===== src/rtl/entryPkg.sv =====
package entryPkg;

  typedef enum logic [1:0] {
    TGT_TIME = 2'd0,
    TGT_CAL  = 2'd1,
    TGT_TALM = 2'd2,
    TGT_CALM = 2'd3
  } target_e;

  typedef struct packed {
    logic loadTime;
    logic loadCal;
    logic loadTalm;
    logic loadCalm;
    logic setTimeBad;
    logic clrTimeBad;
    logic setCalBad;
    logic clrCalBad;
  } strobes_t;

  localparam int SEC_LSB  = 0;
  localparam int MIN_LSB  = 8;
  localparam int HOUR_LSB = 16;
  localparam int PM_BIT   = 22;
  localparam int DAY_LSB  = 0;
  localparam int MIN_DATA_W = PM_BIT + 1;
  localparam int FLAG_CNT = 2;

  function automatic logic bcdInRange(input logic [3:0] tens, input logic [3:0] units,
                                      input int unsigned lo, input int unsigned hi);
    int unsigned value;
    value = 32'(tens) * 10 + 32'(units);
    return (units <= 4'd9) && (value >= lo) && (value <= hi);
  endfunction

endpackage


===== src/rtl/entryCheckDp.sv =====
module entryCheckDp
  import entryPkg::*;
#(
  parameter int DATA_W = 32
) (
  input  logic              clk,
  input  logic              rstN,
  input  logic [DATA_W-1:0] wrData,
  input  logic              hour12Mode,
  input  strobes_t          strb,
  output logic              timeOk,
  output logic              calOk,
  output logic              timeBad,
  output logic              calBad
);

  logic [3:0] secTens, secUnits, minTens, minUnits, hourTens, hourUnits, dayVal;
  logic       pmBit;
  logic       secOk, minOk, hourOk, dayOk;

  always_comb begin
    secTens   = {1'b0, wrData[SEC_LSB+4 +: 3]};
    secUnits  = wrData[SEC_LSB +: 4];
    minTens   = {1'b0, wrData[MIN_LSB+4 +: 3]};
    minUnits  = wrData[MIN_LSB +: 4];
    hourTens  = {2'b00, wrData[HOUR_LSB+4 +: 2]};
    hourUnits = wrData[HOUR_LSB +: 4];
    pmBit     = wrData[PM_BIT];
    dayVal    = wrData[DAY_LSB +: 4];
  end

  always_comb begin
    secOk = bcdInRange(secTens, secUnits, 0, 59);
    minOk = bcdInRange(minTens, minUnits, 0, 59);
    if (hour12Mode) begin
      hourOk = bcdInRange(hourTens, hourUnits, 1, 12);
    end else begin
      hourOk = bcdInRange(hourTens, hourUnits, 0, 23) && !pmBit;
    end
    dayOk  = (dayVal >= 4'd1) && (dayVal <= 4'd7);
    timeOk = secOk && minOk && hourOk;
    calOk  = dayOk;
  end

  logic [FLAG_CNT-1:0] setVec, clrVec, flagQ;

  always_comb begin
    setVec = {strb.setCalBad, strb.setTimeBad};
    clrVec = {strb.clrCalBad, strb.clrTimeBad};
  end

  generate
    for (genvar f = 0; f < FLAG_CNT; f++) begin : g_flag
      always_ff @(posedge clk or negedge rstN) begin
        if (!rstN) begin
          flagQ[f] <= 1'b0;
        end else if (setVec[f]) begin
          flagQ[f] <= 1'b1;
        end else if (clrVec[f]) begin
          flagQ[f] <= 1'b0;
        end
      end
    end
  endgenerate

  assign timeBad = flagQ[0];
  assign calBad  = flagQ[1];

  AST_SET_CLR_EXCL: assert property (@(posedge clk) disable iff (!rstN)
    !(setVec[0] && clrVec[0]) && !(setVec[1] && clrVec[1]));

endmodule


===== src/rtl/entryCheckCtl.sv =====
module entryCheckCtl
  import entryPkg::*;
(
  input  logic       clk,
  input  logic       rstN,
  input  logic       wrStrobe,
  input  logic [1:0] wrTarget,
  input  logic       timeOk,
  input  logic       calOk,
  output strobes_t   strb
);

  target_e tgt;
  assign tgt = target_e'(wrTarget);

  always_comb begin
    strb = '0;
    if (wrStrobe) begin
      unique case (tgt)
        TGT_TIME: begin
          strb.loadTime   = timeOk;
          strb.setTimeBad = !timeOk;
          strb.clrTimeBad = timeOk;
        end
        TGT_CAL: begin
          strb.loadCal   = calOk;
          strb.setCalBad = !calOk;
          strb.clrCalBad = calOk;
        end
        TGT_TALM: strb.loadTalm = timeOk;
        TGT_CALM: strb.loadCalm = calOk;
        default: strb = '0;
      endcase
    end
  end

  AST_LOAD_ONEHOT: assert property (@(posedge clk) disable iff (!rstN)
    $onehot0({strb.loadTime, strb.loadCal, strb.loadTalm, strb.loadCalm}));
  AST_IDLE_NO_LOAD: assert property (@(posedge clk) disable iff (!rstN)
    !wrStrobe |-> !(strb.loadTime || strb.loadCal || strb.loadTalm || strb.loadCalm));
  AST_ALARM_NO_FLAG: assert property (@(posedge clk) disable iff (!rstN)
    (wrStrobe && wrTarget[1]) |->
      !(strb.setTimeBad || strb.clrTimeBad || strb.setCalBad || strb.clrCalBad));

endmodule


===== src/rtl/bcd_entry_validator.sv =====
module bcd_entry_validator
  import entryPkg::*;
#(
  parameter int DATA_W = 32
) (
  input  logic              clk,
  input  logic              rstN,
  input  logic              wrStrobe,
  input  logic [1:0]        wrTarget,
  input  logic [DATA_W-1:0] wrData,
  input  logic              hour12Mode,
  output logic              loadTime,
  output logic              loadCal,
  output logic              loadTimeAlarm,
  output logic              loadCalAlarm,
  output logic              timeBad,
  output logic              calBad
);

  strobes_t strb;
  logic     timeOk, calOk;

  entryCheckDp #(.DATA_W(DATA_W)) dp_i (
    .clk(clk), .rstN(rstN), .wrData(wrData), .hour12Mode(hour12Mode),
    .strb(strb), .timeOk(timeOk), .calOk(calOk),
    .timeBad(timeBad), .calBad(calBad)
  );

  entryCheckCtl ctl_i (
    .clk(clk), .rstN(rstN), .wrStrobe(wrStrobe), .wrTarget(wrTarget),
    .timeOk(timeOk), .calOk(calOk), .strb(strb)
  );

  assign loadTime      = strb.loadTime;
  assign loadCal       = strb.loadCal;
  assign loadTimeAlarm = strb.loadTalm;
  assign loadCalAlarm  = strb.loadCalm;

  AST_TIME_FAIL_SETS: assert property (@(posedge clk) disable iff (!rstN)
    (wrStrobe && wrTarget == TGT_TIME && !loadTime) |=> timeBad);
  AST_TIME_PASS_CLEARS: assert property (@(posedge clk) disable iff (!rstN)
    loadTime |=> !timeBad);
  AST_TIME_FLAG_HOLD: assert property (@(posedge clk) disable iff (!rstN)
    !(wrStrobe && wrTarget == TGT_TIME) |=> $stable(timeBad));
  AST_CAL_FAIL_SETS: assert property (@(posedge clk) disable iff (!rstN)
    (wrStrobe && wrTarget == TGT_CAL && !loadCal) |=> calBad);
  AST_CAL_FLAG_HOLD: assert property (@(posedge clk) disable iff (!rstN)
    !(wrStrobe && wrTarget == TGT_CAL) |=> $stable(calBad));
  AST_NO_PM_IN_24H: assert property (@(posedge clk) disable iff (!rstN)
    ((loadTime || loadTimeAlarm) && !hour12Mode) |-> !wrData[PM_BIT]);
  AST_DAY_RANGE: assert property (@(posedge clk) disable iff (!rstN)
    (loadCal || loadCalAlarm) |-> (wrData[3:0] != 4'd0 && wrData[3:0] < 4'd8));

endmodule


===== config.mk =====
export PLATFORM = sky130hd
export DESIGN_NAME = bcd_entry_validator
export DESIGN_NICKNAME = d
export VERILOG_FILES = /design/src/rtl/entryPkg.sv /design/src/rtl/entryCheckDp.sv /design/src/rtl/entryCheckCtl.sv /design/src/rtl/bcd_entry_validator.sv
export SDC_FILE = /design/constraint.sdc
export NUM_CORES = 1
export LEC_CHECK = 0
export ABC_AREA = 0
export BUFFER_PORTS_ARGS = -buffer_cell sky130_fd_sc_hd__clkbuf_2
export CAP_MARGIN = 20
export CORE_ASPECT_RATIO = 0.9
export CORE_UTILIZATION = 43
export DETAILED_ROUTE_END_ITERATION = 6
export PLACE_DENSITY = 0.8
export SYNTH_ARGS = -nofsm -noshare
export SYNTH_HDL_FRONTEND = slang
export SYNTH_SLANG_ARGS = --single-unit
export TNS_END_PERCENT = 10

===== constraint.sdc =====
create_clock -name clk -period 2.3 [get_ports clk]
set_input_delay 0.115 -clock clk [delete_from_list [all_inputs] [get_ports clk]]
set_output_delay 0.115 -clock clk [all_outputs]
set_load 0.01 [all_outputs]

==> Word-level counts from Yosys, hierarchy flattened <==
Index checks and enable logic that the tools add are counted.
{ "totals": {"memories": 0, "ram_bits": 0, "romBits": 0, "out_inout_bits": 6, "register_bits": 2, "latch_bits": 0, "elab_cells": 54, "inputBits": 38} }
{ "classes": {"multipliers": 3, "n_shift": 0, "muxes": 12, "reduce_logical": 18, "n_lt_le_gt_ge": 13, "n_addsub": 3, "bitwise": 0, "div": 0, "n_eq_ne": 3} }
{ "ops": {"columns": ["op", "count"], "rows": [
  ["32-bit by 1-bit >= comparator with 1-bit output, second input constant", 4],
  ["32-bit by 6-bit <= comparator with 1-bit output, second input constant", 2],
  ["32-bit by 4-bit <= comparator with 1-bit output, second input constant", 1],
  ["32-bit by 5-bit <= comparator with 1-bit output, second input constant", 1],
  ["8-bit by 4-bit adder with 9-bit output", 3],
  ["4-bit <= comparator, second input constant", 3],
  ["1-bit logical AND", 12],
  ["3-bit by 3-bit multiplier with 6-bit output, second input constant", 2],
  ["1-bit two-way mux", 9],
  ["8-bit two-way mux", 1],
  ["2-bit by 3-bit multiplier with 5-bit output, second input constant", 1],
  ["2-bit equality test, second input constant", 2],
  ["4-bit by 1-bit >= comparator with 1-bit output, second input constant", 1],
  ["4-bit by 3-bit <= comparator with 1-bit output, second input constant", 1],
  ["2-bit two-way mux", 2],
  ["2-bit nonzero test", 2],
  ["1-bit zero test", 3],
  ["2-bit by 1-bit equality test with 1-bit output, second input constant", 1],
  ["2-bit zero test", 1]
]} }

==> Logic depth before layout (Yosys ltp) <==
{ "logic_depth": {"depth_word": 13, "depth_mapped": 8, "depth_no_buf": 8} }

==> Hierarchy <==
A second synthesis with hierarchy kept.
{ "unflattened": {"cells_unflattened": 80, "area_unflattened_um2": 703.2} }
{ "modules_own_cells": {"columns": ["module", "area_per_inst_um2", "instances", "cells_each"], "rows": [
  ["entryCheckDp", 615.6, 1, 72],
  ["entryCheckCtl", 87.6, 1, 8]
]} }

==> Worst setup path after synthesis <==
OpenSTA, ideal clock, no wires.
{ "synth_path": {"path_kind": "input port to output port", "start": "input wrData[17]", "end": "output loadTime", "stages": 7, "required_ns": 2.185, "arrival_time_ns": 1.790, "slack_ns": 0.395, "cell_sequence": "ha_1 -> fa_1 -> nand2b_1 -> a2111oi_2 -> a211o_1 -> nand3_1 -> nor3_1"} }
{ "synth_between": {"elab_chain_len": 9, "elab_cells_between_ends": 15} }
{ "synth_lines": {"columns": ["element", "line_no", "source"], "rows": [
  ["from (decl)", "bcd_entry_validator.sv:10", "input logic [DATA_W-1:0] wrData,"],
  ["8-bit by 4-bit adder with 9-bit output", "entryPkg.sv:32", "value = 32'(tens) * 10 + 32'(units);"],
  ["32-bit by 1-bit >= comparator with 1-bit output", "entryPkg.sv:33", "return (units <= 4'd9) && (value >= lo) && (value <= hi);"],
  ["1-bit logical AND (2 in series)", "entryPkg.sv:33", null],
  ["1-bit logical AND", "entryCheckDp.sv:38", "hourOk = bcdInRange(hourTens, hourUnits, 0, 23) && !pmBit;"],
  ["1-bit two-way mux *", "entryCheckDp.sv:35", "if (hour12Mode) begin"],
  ["1-bit logical AND *", "entryCheckDp.sv:41", "timeOk = secOk && minOk && hourOk;"],
  ["1-bit two-way mux *", "entryCheckCtl.sv:19", "unique case (tgt)"],
  ["8-bit two-way mux *", "entryCheckCtl.sv:18", "if (wrStrobe) begin"],
  ["to (decl)", "bcd_entry_validator.sv:12", "output logic loadTime,"]
]} }
Every way passes the cells marked *; elsewhere a longest branch is shown, timed or not.

==> Worst setup path after layout <==
Ends and elaborated chain as after synthesis.

==> results.txt <==
- Effective utilization at floorplan: 0.482
- Post-CTS setup buffers: 0
- Sw Pwr: 0.127 mW
- During synthesis, Yosys emitted a total of 0 warnings.
- The total overflow left after global routing is 0.
* Detail Placement HPWL: 1590 µm
* GRT Overall Usage: 0.228
* Data arrival time of the critical path: 2020 ps
- For this block, the initial DRC count from the detailed router was 21.
* Clock network fraction of design power: 0.259
- The final-report max-slew violation count was 0.
* Final period demand of the worst path: 2130 ps
- Area grow syn2layout: 29.8%
* Post-route clock skew: 0 ps
- In this run the core area contains 13 standard-cell rows.
* Inserted Clock Buffers: 3
* Maximum capacitance violations: 0
- Yosys mapped the design onto 34 distinct sky130hd cell types.
- In this run the number of H-tree levels came out at 1.
* Yosys reg bits: 2
- Of the available clock period, the critical path in the final layout requires 0.928.
- The run finished with clean final reports.
- Synthesized instance count: 87
- 44 I/O pins were placed.
* Final setup viols: 0
* Die extent in y: 41.1 µm
- The count of nets left with antenna violations once routing finished came out at 0.
* Wirelength per Cell: 12.7 µm
- Endpoint kind of the worst setup timing path: output port
- The number of global-route vias before repair came to 734.
- Post-Place Cells: 140
* Kind of launch point of the worst setup path: input pin
- WL final: 1830 µm
* Combinational cell fraction of total power: 0.603
- Vias per std cell: 5.92
- CTS Buffer Depth: 2
- Leakage power figure: 0.481 nW
- Along the worst path, the maximum fanout reaches 4.
- The clock net in this run drives a total of 2 sinks.
* Mapped Nets: 143
- Measured against its own limit, the worst slew margin works out to 0.736.
- The library cell used most frequently in the layout, excluding fill and tap cells, is sky130_fd_sc_hd__clkbuf_2.
- In this run the worst hold path is classified as input pin to asynchronous set/reset pin.
- Filler instances: 151
* Worst Tran Pin Value: 392 ps
- The count of buffers added on input and output ports is 31.
- Antenna Cells: 0
- The first global-routing pass estimated 2970 µm of wire.
- Final std cell area, no fill: 947 µm²
- For the worst setup path, the data required time is 2180 ps.
- Summing every instance area after synthesis gives 729 µm².
- Largest net degree at the start of global routing: 7
- Commonest cells after routing, fill and taps aside: sky130_fd_sc_hd__clkbuf_2, sky130_fd_sc_hd__ha_1, sky130_fd_sc_hd__a21oi_1
- The critical path is of the input pin to output port type.
- Final setup TNS: 0 ps
* Overall die area: 1870 µm²
- Top cells by area in the synthesized netlist: sky130_fd_sc_hd__ha_1, sky130_fd_sc_hd__fa_1, sky130_fd_sc_hd__dfrtp_1
- Sequential fraction of the synthesis area: 0.0686
- The placed instances occupy a cell area of 912 µm².
* Internal: 0.187 mW
* Cell taking the most area after synthesis: sky130_fd_sc_hd__ha_1
- Antenna violations before repair: 0
- Clock-pin slew was measured on the worst setup and hold paths at 30 ps.
- CTS Root Cell: sky130_fd_sc_hd__clkbuf_4
- Share of the synthesized area in the top cell type: 0.257
- Total Nets Final: 180
- The count of cells in the finished layout, fillers not included, comes to 144.
* Highest clock frequency the design can meet: 469 MHz
* Horizontal extent of the die: 45.4 µm
- The worst-case IR drop observed on VDD is 0.260 mV.
- The final-report hold violation count came to 0.
- Number of detailed-routing iterations run before antenna repair: 4
- Via total after detailed routing: 853
- The share of total power dissipated in sequential elements is 0.138.
- Source-to-sink clock delay at the later pin of the worst-skew pair: 230 ps
* Fraction of power spent switching nets: 0.404
- Power per unit of standard cell area: 331 nW/µm²
- After detailed routing, the number of remaining DRC violations is 0.
- The core region is 1510 µm².
- TritonCTS clock tree: built
- Setup repair after global routing left no endpoint under its margin.
* Layout cells sized above 1: 0.303
* GPL Wtd Cong: 0.770
* Mean post-synth cell area: 8.38 µm²
[state kept, by name, indices dropped and copies added (netlist names)]
name and count:
dp_i.timeBad 1, dp_i.calBad 1
[per-stage QoR]
step	power [mW]	hold WS [ps]	utilization	worst slack (ps)
floorplan	0.163	-181	-	395
global placement	0.218	-101	0.603	177
detailed placement	0.228	-97.5	0.603	124
CTS	0.313	202	0.624	122
global route	0.339	218	0.626	17.6
finish	0.314	204	0.626	166
[routing by layer]
layer  track usage  up-vias  wire length [µm]
met5             0        -                 0
met4         0.129        0                47
li1              -      416                 -
met1         0.240      384               788
met3        0.0308        8               100
met2         0.443       45               895
[cells in the mapped netlist, drive strengths merged]
| cell | n |
|---|---|
| o21ai | 5 |
| nor4bb | 1 |
| a21boi | 1 |
| xnor2 | 1 |
| nand2b | 2 |
| o311ai | 1 |
| a31oi | 1 |
| or3 | 2 |
| xor2 | 2 |
| a211o | 1 |
| a211oi | 2 |
| nor3 | 3 |
| mux2i | 1 |
| inv | 3 |
| ha | 15 |
| nor2b | 2 |
| a221oi | 1 |
| nand4 | 1 |
| a21o | 3 |
| and4bb | 1 |
| nand2 | 1 |
| or2 | 1 |
| fa | 3 |
| nand4b | 1 |
| and4 | 1 |
| nor2 | 6 |
| a21oi | 8 |
| dfrtp | 2 |
| o31ai | 1 |
| a311oi | 2 |
| and3 | 5 |
| o2111ai | 1 |
| nand3 | 5 |
| a2111oi | 1 |
[worst paths after layout]
kind	startpoint	to	slack [ps]	cells past startpoint
max	wrData[17]	loadTime	170	9
min	rstN	dp_i.timeBad	200	2
max reg2reg	dp_i.calBad	dp_i.calBad	1630	2
min reg2reg	dp_i.calBad	dp_i.calBad	530	2
max in group asynchronous	rstN	dp_i.calBad	1990	2
min in group clk	wrTarget[0]	dp_i.calBad	210	3
[repair_timing]
item | CTS | global route
setup endpoints to repair | 0 | 1
hold endpoints to repair | 2 | 0
gates resized for setup | 0 | 1
hold buffers | 1 | 0
[power by group through the flow]
| stage | Clock (mW) | Sequential, mW | Combinational [mW] |
|---|---|---|---|
| 2_1_floorplan | 0 | 0.0454 | 0.117 |
| 3_3_place_gp | 0 | 0.0431 | 0.175 |
| 3_5_place_dp | 0 | 0.0435 | 0.184 |
| 4_1_cts | 0.0834 | 0.0432 | 0.186 |
| 5_1_grt | 0.0830 | 0.0440 | 0.212 |
| 6_report | 0.0811 | 0.0433 | 0.189 |
[final cells by class]
| cell class | count | area (µm²) | share of cell area |
|---|---|---|---|
| inverters | 3 | 11.3 | 0.0119 |
| clock buffers | 3 | 22.5 | 0.0238 |
| multi-input cells | 82 | 671 | 0.708 |
| repair buffers | 32 | 165 | 0.174 |
| flip-flops and latches | 2 | 50.0 | 0.0528 |
| well taps | 22 | 27.5 | 0.0291 |
[cells by family (layout without fill, tap and decap cells)]
| logic type | count (synthesis) | count (layout) | synth area share |
|---|---|---|---|
| fa+ha+maj | 18 | 18 | 0.340 |
| xor+xnor | 3 | 3 | 0.0360 |
| flops | 2 | 2 | 0.0686 |
| mux | 1 | 1 | 0.0137 |
| compound gates | 28 | 28 | 0.269 |
| buf+inv | 3 | 38 | 0.0154 |
| simple gates | 32 | 32 | 0.257 |
[critical path: stages]
cell and delay (ps):
sky130_fd_sc_hd__clkbuf_2 90, sky130_fd_sc_hd__ha_1 230, sky130_fd_sc_hd__fa_2 390, sky130_fd_sc_hd__nand2b_1 190, sky130_fd_sc_hd__a2111oi_2 330, sky130_fd_sc_hd__a211o_1 160
sky130_fd_sc_hd__nand3_1 120, sky130_fd_sc_hd__nor3_1 230, sky130_fd_sc_hd__clkbuf_2 170
(Power assumes the default switching activity.)
